## config.mk

```make
export PLATFORM = sky130hd
export DESIGN_NAME = irm_top
export DESIGN_NICKNAME = d
export VERILOG_FILES = /design/src/rtl/irm_pkg.sv /design/src/rtl/irm_tol_cmp.sv /design/src/rtl/irm_elem_judge.sv /design/src/rtl/irm_load_ctl.sv /design/src/rtl/irm_seq.sv /design/src/rtl/irm_top.sv
export SDC_FILE = /design/constraint.sdc
export NUM_CORES = 1
export LEC_CHECK = 0
export CAP_MARGIN = 20
export CORE_AREA = 2 2 76 78
export CTS_CLUSTER_SIZE = 24
export DETAILED_ROUTE_END_ITERATION = 10
export DIE_AREA = 0 0 78 80
export PLACE_DENSITY = 0.72
export REMOVE_ABC_BUFFERS = 1
export SLEW_MARGIN = 20
export SYNTH_ARGS = -nofsm -noshare
export SYNTH_HDL_FRONTEND = slang
export SYNTH_SLANG_ARGS = --single-unit
```

## constraint.sdc

```tcl
create_clock -name clk -period 2.5 [get_ports clk]
set_clock_uncertainty 0.1 [all_clocks]
set_input_delay 0.375 -clock clk [delete_from_list [all_inputs] [get_ports clk]]
set_output_delay 0.375 -clock clk [all_outputs]
set_load 0.01 [all_outputs]
```

## src/rtl/irm_pkg.sv

```systemverilog
`timescale 1ns/1ps
package irm_pkg;

    typedef enum logic [2:0] {
        ST_IDLE,
        ST_RD_LO,
        ST_RD_HI,
        ST_EVAL,
        ST_CP_RD,
        ST_CP_WR
    } seq_state_e;

    typedef enum logic [1:0] {
        EV_NEXT,
        EV_MATCH,
        EV_FAIL
    } elem_verdict_e;

    // Circular distance of the low bytes: true when within +/-tol ticks.
    function automatic logic lo_in_window(input logic [7:0] stored,
                                          input logic [7:0] seen,
                                          input int unsigned tol);
        logic [7:0] d;
        d = stored - seen;
        return (32'(d) <= tol) || ((32'(d) + tol) >= 32'd256);
    endfunction

endpackage

```

## src/rtl/irm_tol_cmp.sv

```systemverilog
`timescale 1ns/1ps
module irm_tol_cmp
    import irm_pkg::*;
#(
    parameter int unsigned TOL = 4
) (
    input  logic [7:0] stored,
    input  logic [7:0] seen,
    output logic       ok
);
    generate
        if (TOL == 0) begin : g_exact
            assign ok = (stored == seen);
        end else begin : g_window
            assign ok = lo_in_window(stored, seen, TOL);
        end
    endgenerate
endmodule

```

## src/rtl/irm_elem_judge.sv

```systemverilog
`timescale 1ns/1ps
module irm_elem_judge
    import irm_pkg::*;
#(
    parameter logic [7:0] END_MARK    = 8'h02,
    parameter logic [7:0] ERASED_MARK = 8'hFF
) (
    input  logic [7:0]    hi_byte,
    input  logic          lo_ok,
    input  logic          last_elem,
    output elem_verdict_e verdict
);
    always_comb begin
        if (hi_byte == ERASED_MARK) begin
            verdict = EV_FAIL;
        end else if (hi_byte == END_MARK) begin
            verdict = EV_MATCH;
        end else if (!lo_ok || last_elem) begin
            verdict = EV_FAIL;
        end else begin
            verdict = EV_NEXT;
        end
    end
endmodule

```

## src/rtl/irm_load_ctl.sv

```systemverilog
`timescale 1ns/1ps
module irm_load_ctl #(
    parameter int SLOT_W   = 1,
    parameter int ON_SLOT  = 0,
    parameter int OFF_SLOT = 1
) (
    input  logic              clk,
    input  logic              rst,
    input  logic              done,
    input  logic              hit,
    input  logic [SLOT_W-1:0] hit_slot,
    input  logic              toggle_mode,
    input  logic              btn_short,
    output logic              load_on
);
    logic load_q, load_nxt;

    always_comb begin
        load_nxt = load_q;
        if (done && hit) begin
            if (hit_slot == SLOT_W'(ON_SLOT)) begin
                load_nxt = toggle_mode ? ~load_q : 1'b1;
            end else if (hit_slot == SLOT_W'(OFF_SLOT)) begin
                load_nxt = 1'b0;
            end
        end
        if (btn_short) begin
            load_nxt = ~load_nxt;
        end
    end

    always_ff @(posedge clk) begin
        if (rst) begin
            load_q <= 1'b0;
        end else begin
            load_q <= load_nxt;
        end
    end

    assign load_on = load_q;
endmodule

```

## src/rtl/irm_seq.sv

```systemverilog
`timescale 1ns/1ps
module irm_seq
    import irm_pkg::*;
#(
    parameter  int NSLOT     = 2,
    parameter  int MAX_PAIRS = 64,
    localparam int MAX_ELEM  = 2 * MAX_PAIRS,
    localparam int CAP_AW    = $clog2(4 * MAX_PAIRS),
    localparam int ELEM_W    = $clog2(MAX_ELEM),
    localparam int LEN_W     = $clog2(MAX_PAIRS + 1),
    localparam int SLOT_W    = (NSLOT > 1) ? $clog2(NSLOT) : 1,
    localparam int PAT_AW    = SLOT_W + CAP_AW,
    localparam int BYTE_CW   = LEN_W + 2
) (
    input  logic              clk,
    input  logic              rst,
    input  logic              cmp_req,
    input  logic              learn_req,
    input  logic [LEN_W-1:0]  cap_len,
    output logic [CAP_AW-1:0] cap_addr,
    input  logic [7:0]        cap_rdata,
    output logic [PAT_AW-1:0] pat_addr,
    output logic              pat_we,
    output logic [7:0]        pat_wdata,
    input  logic              lo_ok,
    input  elem_verdict_e     verdict,
    output logic              lo_ok_q,
    output logic              last_elem,
    output logic              done,
    output logic              hit,
    output logic [SLOT_W-1:0] hit_slot
);
    seq_state_e          state;
    logic [SLOT_W-1:0]   slot;
    logic [SLOT_W-1:0]   lslot;
    logic                armed;
    logic [ELEM_W-1:0]   elem;
    logic [CAP_AW-1:0]   byte_idx;
    logic [BYTE_CW-1:0]  byte_last;
    logic                done_q, hit_q;
    logic [SLOT_W-1:0]   hslot_q;

    localparam logic [SLOT_W-1:0] LAST_SLOT = SLOT_W'(NSLOT - 1);

    assign last_elem = (elem == ELEM_W'(MAX_ELEM - 1));

    always_comb begin
        cap_addr = (state == ST_CP_RD) ? byte_idx : CAP_AW'({elem, 1'b0});
        unique case (state)
            ST_RD_LO: pat_addr = {slot, CAP_AW'({elem, 1'b0})};
            ST_CP_WR: pat_addr = {lslot, byte_idx};
            default:  pat_addr = {slot, CAP_AW'({elem, 1'b1})};
        endcase
        pat_we    = (state == ST_CP_WR);
        pat_wdata = cap_rdata;
    end

    always_ff @(posedge clk) begin
        if (rst) begin
            state     <= ST_IDLE;
            slot      <= '0;
            lslot     <= '0;
            armed     <= 1'b0;
            elem      <= '0;
            lo_ok_q   <= 1'b0;
            byte_idx  <= '0;
            byte_last <= '0;
            done_q    <= 1'b0;
            hit_q     <= 1'b0;
            hslot_q   <= '0;
        end else begin
            done_q  <= 1'b0;
            hit_q   <= 1'b0;
            hslot_q <= '0;
            unique case (state)
                ST_IDLE: begin
                    if (cmp_req && armed) begin
                        armed <= 1'b0;
                        if (cap_len != '0) begin
                            byte_idx  <= '0;
                            byte_last <= {cap_len, 2'b00} - BYTE_CW'(1);
                            state     <= ST_CP_RD;
                        end
                    end else begin
                        if (learn_req) begin
                            armed <= 1'b1;
                        end
                        if (cmp_req) begin
                            slot  <= '0;
                            elem  <= '0;
                            state <= ST_RD_LO;
                        end
                    end
                end
                ST_RD_LO: state <= ST_RD_HI;
                ST_RD_HI: begin
                    lo_ok_q <= lo_ok;
                    state   <= ST_EVAL;
                end
                ST_EVAL: begin
                    unique case (verdict)
                        EV_MATCH: begin
                            done_q  <= 1'b1;
                            hit_q   <= 1'b1;
                            hslot_q <= slot;
                            state   <= ST_IDLE;
                        end
                        EV_FAIL: begin
                            if (slot == LAST_SLOT) begin
                                done_q <= 1'b1;
                                state  <= ST_IDLE;
                            end else begin
                                slot  <= slot + SLOT_W'(1);
                                elem  <= '0;
                                state <= ST_RD_LO;
                            end
                        end
                        default: begin
                            elem  <= elem + ELEM_W'(1);
                            state <= ST_RD_LO;
                        end
                    endcase
                end
                ST_CP_RD: state <= ST_CP_WR;
                ST_CP_WR: begin
                    if (BYTE_CW'(byte_idx) == byte_last) begin
                        lslot <= (lslot == LAST_SLOT) ? '0 : lslot + SLOT_W'(1);
                        state <= ST_IDLE;
                    end else begin
                        byte_idx <= byte_idx + CAP_AW'(1);
                        state    <= ST_CP_RD;
                    end
                end
                default: state <= ST_IDLE;
            endcase
        end
    end

    assign done     = done_q;
    assign hit      = hit_q;
    assign hit_slot = hslot_q;
endmodule

```

## src/rtl/irm_top.sv

```systemverilog
`timescale 1ns/1ps
module irm_top
    import irm_pkg::*;
#(
    parameter  int         NSLOT     = 2,
    parameter  int         MAX_PAIRS = 64,
    parameter  int         TOL       = 4,
    parameter  logic [7:0] END_MARK  = 8'h02,
    localparam int         CAP_AW    = $clog2(4 * MAX_PAIRS),
    localparam int         LEN_W     = $clog2(MAX_PAIRS + 1),
    localparam int         SLOT_W    = (NSLOT > 1) ? $clog2(NSLOT) : 1,
    localparam int         PAT_AW    = SLOT_W + CAP_AW
) (
    input  logic              clk,
    input  logic              rst,
    input  logic              cmp_req,
    input  logic              learn_req,
    input  logic [LEN_W-1:0]  cap_len,
    input  logic              toggle_mode,
    input  logic              btn_short,
    output logic [CAP_AW-1:0] cap_addr,
    input  logic [7:0]        cap_rdata,
    output logic [PAT_AW-1:0] pat_addr,
    output logic              pat_we,
    output logic [7:0]        pat_wdata,
    input  logic [7:0]        pat_rdata,
    output logic              done,
    output logic              hit,
    output logic [SLOT_W-1:0] hit_slot,
    output logic              load_on
);
    logic          lo_ok, lo_ok_q, last_elem;
    elem_verdict_e verdict;

    irm_tol_cmp #(.TOL(TOL)) u_tol (
        .stored (pat_rdata),
        .seen   (cap_rdata),
        .ok     (lo_ok)
    );

    irm_elem_judge #(.END_MARK(END_MARK), .ERASED_MARK(8'hFF)) u_judge (
        .hi_byte   (pat_rdata),
        .lo_ok     (lo_ok_q),
        .last_elem (last_elem),
        .verdict   (verdict)
    );

    irm_seq #(.NSLOT(NSLOT), .MAX_PAIRS(MAX_PAIRS)) u_seq (
        .clk       (clk),
        .rst       (rst),
        .cmp_req   (cmp_req),
        .learn_req (learn_req),
        .cap_len   (cap_len),
        .cap_addr  (cap_addr),
        .cap_rdata (cap_rdata),
        .pat_addr  (pat_addr),
        .pat_we    (pat_we),
        .pat_wdata (pat_wdata),
        .lo_ok     (lo_ok),
        .verdict   (verdict),
        .lo_ok_q   (lo_ok_q),
        .last_elem (last_elem),
        .done      (done),
        .hit       (hit),
        .hit_slot  (hit_slot)
    );

    irm_load_ctl #(.SLOT_W(SLOT_W), .ON_SLOT(0), .OFF_SLOT(1)) u_load (
        .clk         (clk),
        .rst         (rst),
        .done        (done),
        .hit         (hit),
        .hit_slot    (hit_slot),
        .toggle_mode (toggle_mode),
        .btn_short   (btn_short),
        .load_on     (load_on)
    );
endmodule

```

Word level (Yosys, flattened, before mapping)
Index checks and enable logic that the tools add are counted.
Widths: inputs -> output; s select.

operators by class
  $add $sub $neg = 7
  magnitude comparators = 2
  eq/ne operators = 21
  muxes and demuxes = 36
  bitwise logic cells = 4
  reductions and logical operators = 19

operator list
  kind                 count
  $ge 32x9->1 const B  1
  $mux 8               4
  $pmux 7 s2           2
  $mux 7               3
  $pmux 3 s6           1
  $pmux 9 s2           1
  $pmux 8 s2           1
  $mux 1               14
  $mux 3               4
  $add 8x3->9 const B  1
  $eq 8x9->1           1
  $sub 9x1->9 const B  1
  $add 8x1->8 const B  1
  $eq 8x2->1 const B   1
  $eq 8x8->1 const B   1
  $le 8x3->1 const B   1
  $ne 2x2->1 const B   4
  $reduce_and 4->1     2
  $sub 8x8->8          1
  $add 7x1->7 const B  1
  $eq 7x7->1 const B   1
  $reduce_bool 7->1    1
  $eq 3x2->1 const B   2
  $eq 3x3->1 const B   2
  21 further kinds     37

storage, ports and cells
  register bits = 35
  input port bits = 29
  output and inout bits = 30

Depth between registers and ports, before layout
  word-level depth = 8
  depth in mapped cells = 10
  depth with buffers taken out = 10

Modules after synthesis
Synthesis repeated with hierarchy kept, for this count alone.

second synthesis, totals
  cells, all modules = 342
  area, all modules = 2787.7 µm²

modules (own cells, without submodules)
  module          times used  cells an instance  area each (µm²)  seq. area each (µm²)
  irm_seq         1           245                2064.5           660.6
  irm_tol_cmp     1           81                 599.3            0.0
  irm_load_ctl    1           9                  78.8             20.0
  irm_elem_judge  1           7                  45.0             0.0

Worst setup path after synthesis
OpenSTA, ideal clock, no wires.

  kind = input-to-reg
  start point = input pat_rdata[0]
  end point = register u_seq.lo_ok_q
  arrival time = 1.917 ns
  setup slack = 0.357 ns
  cell stages on the path = 10
  path through = inv_1 -> ha_1 -> inv_1 -> fa_1 -> a211oi_1 -> nor2_1 -> xor2_1 -> and4_1 -> a41oi_1 -> o41ai_1

between the ends
  cells in the longest elaborated chain, start to end = 4
  elaborated cells between the ends (all ways) = 5

RTL lines
  element               RTL line       source
  start, declared       irm_top.sv:26  input logic [7:0] pat_rdata,
  $sub 8x8->8 *         irm_pkg.sv:24  d = stored - seen;
  $add 8x3->9           irm_pkg.sv:25  return (32'(d) <= tol) || ((32'(d) + tol) >= 32'd256);
  $ge 32x9->1           irm_pkg.sv:25
  $logic_or 1x1->1 *    irm_pkg.sv:25
  end signal, assigned  irm_seq.sv:97  lo_ok_q <= lo_ok;
  end, declared         irm_seq.sv:27  output logic lo_ok_q,

Every way passes the cells marked *; elsewhere a longest branch is shown, timed or not.
A chain may end at the register's enable or synchronous reset.

Worst setup path in the final report
  start point = register u_seq.state[1]
  end point = output pat_addr[2]

between the ends
  cells in the longest elaborated chain, start to end = 2
  elaborated cells between the ends (all ways) = 3

RTL lines
  element                                   RTL line       source
  start, declared                           irm_seq.sv:33  seq_state_e state;
  start signal, assigned                    irm_seq.sv:60  state <= ST_IDLE;
  start signal, assigned                    irm_seq.sv:82  state <= ST_CP_RD;
  start signal, assigned                    irm_seq.sv:91  state <= ST_RD_LO;
  $eq 3x3->1 or $eq 3x1->1 (tied branches)  irm_seq.sv:49  unique case (state)
  $pmux 9 s2 *                              irm_seq.sv:49
  end, declared                             irm_top.sv:23  output logic [PAT_AW-1:0] pat_addr,

Marked as above.

==> flow_summary_export.csv <==
group,metric,value,unit
hold_path,worstHoldPathType,"flop to flop",
drt,wl_per_cell,13.6,um
sta,final.min_clock_period,2440,ps
worst_setup_path,path_class,"flop to primary output",
synthesis,synth_seq_cells,34,
placement,hpwl,4300,um
floorplan,fp.dieW,78,um
floorplan,start_util,43.7,%
grt,antenna_found_initial,0,
grt,grt_max_degree,13,
sta,rsz0062_at_grt,"true",
power,power_density,538,mW/mm2
worst_setup_path,path_cells,"nand3b_1, buf_4, mux2_2, clkdlybuf4s50_1",
drt,postRouteWirelength,5760,um
worst_setup_path,slowest_delay,490,ps
grt,met1_usage,23.2,%
cells_and_area,syn2layout_area_growth,36.8,%
worst_setup_path,path_delay_family,"buffers and inverters",
power,p_switching,551,uW
floorplan,dieArea,0.00624,mm2
run_status,status,"completed",
power,clkPwrFrac,29.6,%
placement,placedInstanceArea,0.00307,mm2
placement,place_ws,-223,ps
sta,setup_viol,0,
clock_network,clkLatencyLatePin,290,ps
cells_and_area,utilization,59.8,%
power,combPwrFrac,34.2,%
synthesis,ys.warnings.count,0,
worst_setup_path,required,2030,ps
synthesis,ys_types,59,
power,p_total,1.74,mW
worst_setup_path,worst_path_max_delay_cell,"clkdlybuf4s50_1",
worst_setup_path,path_buf_inv,2,
cells_and_area,multiInputGateArea,0.00152,mm2
worst_setup_path,worst-path-max-fanout,6,
synthesis,syn_area,0.00236,mm2
sta,slew_headroom,68.3,%
grt,grt_first_pass_wirelength,9460,um
placement,gp_congestion,0.819,
drt,viasPerCell,5.29,
power,seq_power_share,36.2,%
worst_setup_path,cp.arrival,1970,ps
power,internal_power,1.19,mW
drt,vias,2243,
drt,ant_nets,0,
worst_setup_path,end_kind,"primary output",
power,p_sw_share,31.7,%
floorplan,ios,59,
sta,fmax,409,MHz
power,power_leakage,1.37,nW
cells_and_area,stdcell_area,0.00323,mm2
grt,groute.layer.met3.usage,3.96,%
synthesis,synth-seq-area-share,28.8,%
run,drv_cap,0,
clock_network,cts_root_buffer,"clkbuf_8",
grt,overflow,0,
floorplan,num_rows,27,
cells_and_area,nets,392,
drt,drt-initial-drc-count,67,
sta,finalHoldViolCount,0,
power,vdd_drop_max,0.000463,V
grt,grt.met2_usage,33.4,%
cells_and_area,drive_above_1_share,17.9,%
grt,grt.busiest_layer,"met2",
worst_setup_path,startpoint_type,"flop",
synthesis,synth_flop_cell,"dfxtp_1",
clock_network,cts.clk_slew.worst_paths,80,ps
grt,grtUsageTotal,18.8,%
cells_and_area,seq_area,681,um2
floorplan,design.core.area,0.00541,mm2
synthesis,synth_edf_count,0,
synthesis,ys_async_sr_fraction,0,%
clock_network,tritoncts,"built",
clock_network,clock_sinks,34,
sta,tightest_slew,474,ps
synthesis,synth.avg_cell_area,8.44,um2
sta,slew_viol_final,0,
synthesis,syn_inst,280,
sta,whs,411,ps
sta,setup_tns,0,ps
cells_and_area,nFillCells,482,
placement,io_buffers,58,
cells_and_area,fin_cells,424,
clock_network,cts_max_path_buffers,2,
drt,drt_pre_antenna_iters,4,
grt,first_global_vias,2077,
clock_network,htreeDepth,2,
clock_network,numCtsBuffers,5,
placement,dp.cells,412,
sta,setup_slack,57.0,ps
floorplan,fp.dieH,80,um
drt,drcViolationCount,0,
sta,fin_crit_sh,97.7,%
cells_and_area,antennaDiodeCount,0,
power by group through the flow:
stage	Clock, mW	Combinational, mW	Sequential [mW]
after floorplan	0	0.318	0.651
after global placement	0	0.572	0.640
after detailed placement	0	0.582	0.641
after CTS	0.524	0.586	0.629
after global routing	0.550	0.658	0.635
final	0.515	0.594	0.630
per-layer routing:
layer  vias up  wire (um)  share of wire (%)
met5         -          0                  0
met4         0         57               0.99
met3         7        310                5.4
met2        72       2730                 47
met1      1023       2660                 46
li1       1141          -                  -
registers in the layout, summed over array words and instances (netlist names):
| name | cells |
|---|---|
| u_load.load_on | 1 |
| u_seq.state | 3 |
| u_seq.hit_slot | 1 |
| u_seq.hit | 1 |
| u_seq.done | 1 |
| u_seq.byte_last | 8 |
| u_seq.byte_idx | 8 |
| u_seq.elem | 7 |
| u_seq.armed | 1 |
| u_seq.slot | 1 |
| u_seq.lo_ok_q | 1 |
| u_seq.lslot | 1 |
tightest hold or removal path, stage by stage, from the launching register on:
cell	delay (ps)
dfxtp_1	330
nor2_1	100
nor2_1	40
synthesized netlist by cell type, drive strengths merged (2+ instances only):
master	instances	share of area, %
and3	3	0.79
a31oi	2	0.79
nand4	5	1.3
buf	14	4.3
clkbuf	5	0.79
mux2	14	6.7
inv	14	2.2
or3	3	1.0
and2	2	0.53
nor3	13	3.2
a2111oi	2	1.0
nor2	37	5.9
nor4	5	1.6
a21oi	12	2.5
a21boi	4	1.4
mux2i	2	0.85
dfxtp	34	29
xnor2	6	2.2
nand3	7	1.5
xor2	21	8.1
nand2	16	2.5
a211oi	9	3.1
o21ai	7	1.5
or2	3	0.79
ha	11	5.8
nand2b	2	0.53
o2111ai	5	1.9
nand3b	3	1.1
area by class of cell:
class	count	area share, %
sequential	34	21.0
clock inverter	3	1.39
tap	72	2.79
inverter	14	1.62
multi-input combinational	213	46.8
clock buffer	5	2.13
timing repair buffer	83	24.2
logic make-up (layout without fill, tap and decap cells):
| logic type | count (synthesis) | count (layout) | synth area share, % |
|---|---|---|---|
| AO/OA/AOI/OAI | 52 | 52 | 16.0 |
| XOR/XNOR | 27 | 27 | 10.3 |
| adder cells (fa/ha/maj) | 12 | 12 | 6.67 |
| buffers and inverters | 33 | 105 | 7.31 |
| flip-flops | 34 | 34 | 28.8 |
| multiplexers | 16 | 16 | 7.52 |
| AND/OR/NAND/NOR | 106 | 106 | 23.4 |
final timing paths:
check,from,endpoint,cells past startpoint,slack (ps)
max,u_seq.state[1],pat_addr[2],4,60
min reg2reg,u_seq.byte_last[1],u_seq.byte_last[1],2,410
max reg2reg,u_seq.state[2],u_seq.elem[5],8,370
min,u_seq.byte_last[1],u_seq.byte_last[1],2,410
what timing repair did:
item	CTS	global route
endpoints found under the setup margin	0	14
hold buffers	0	0
hold endpoints to repair	0	0
gates resized for setup	0	6
buffers inserted	0	4
cell usage in the layout (no fill, tap or decap), types with 7 or more instances in the layout:
master           Yosys  layout
xor2_1              20      20
dfxtp_1             34      34
mux2_2              14      14
inv_1               14      14
clkdlybuf4s50_1      0      54
nand3_1              7       7
a211oi_1             8       7
nor3_1              11      11
ha_1                11      11
nand2_1             16      16
a21oi_1             12      12
nor2_1              37      37
buf_4               10      24
No activity file was read; power rests on OpenSTA's default activity.
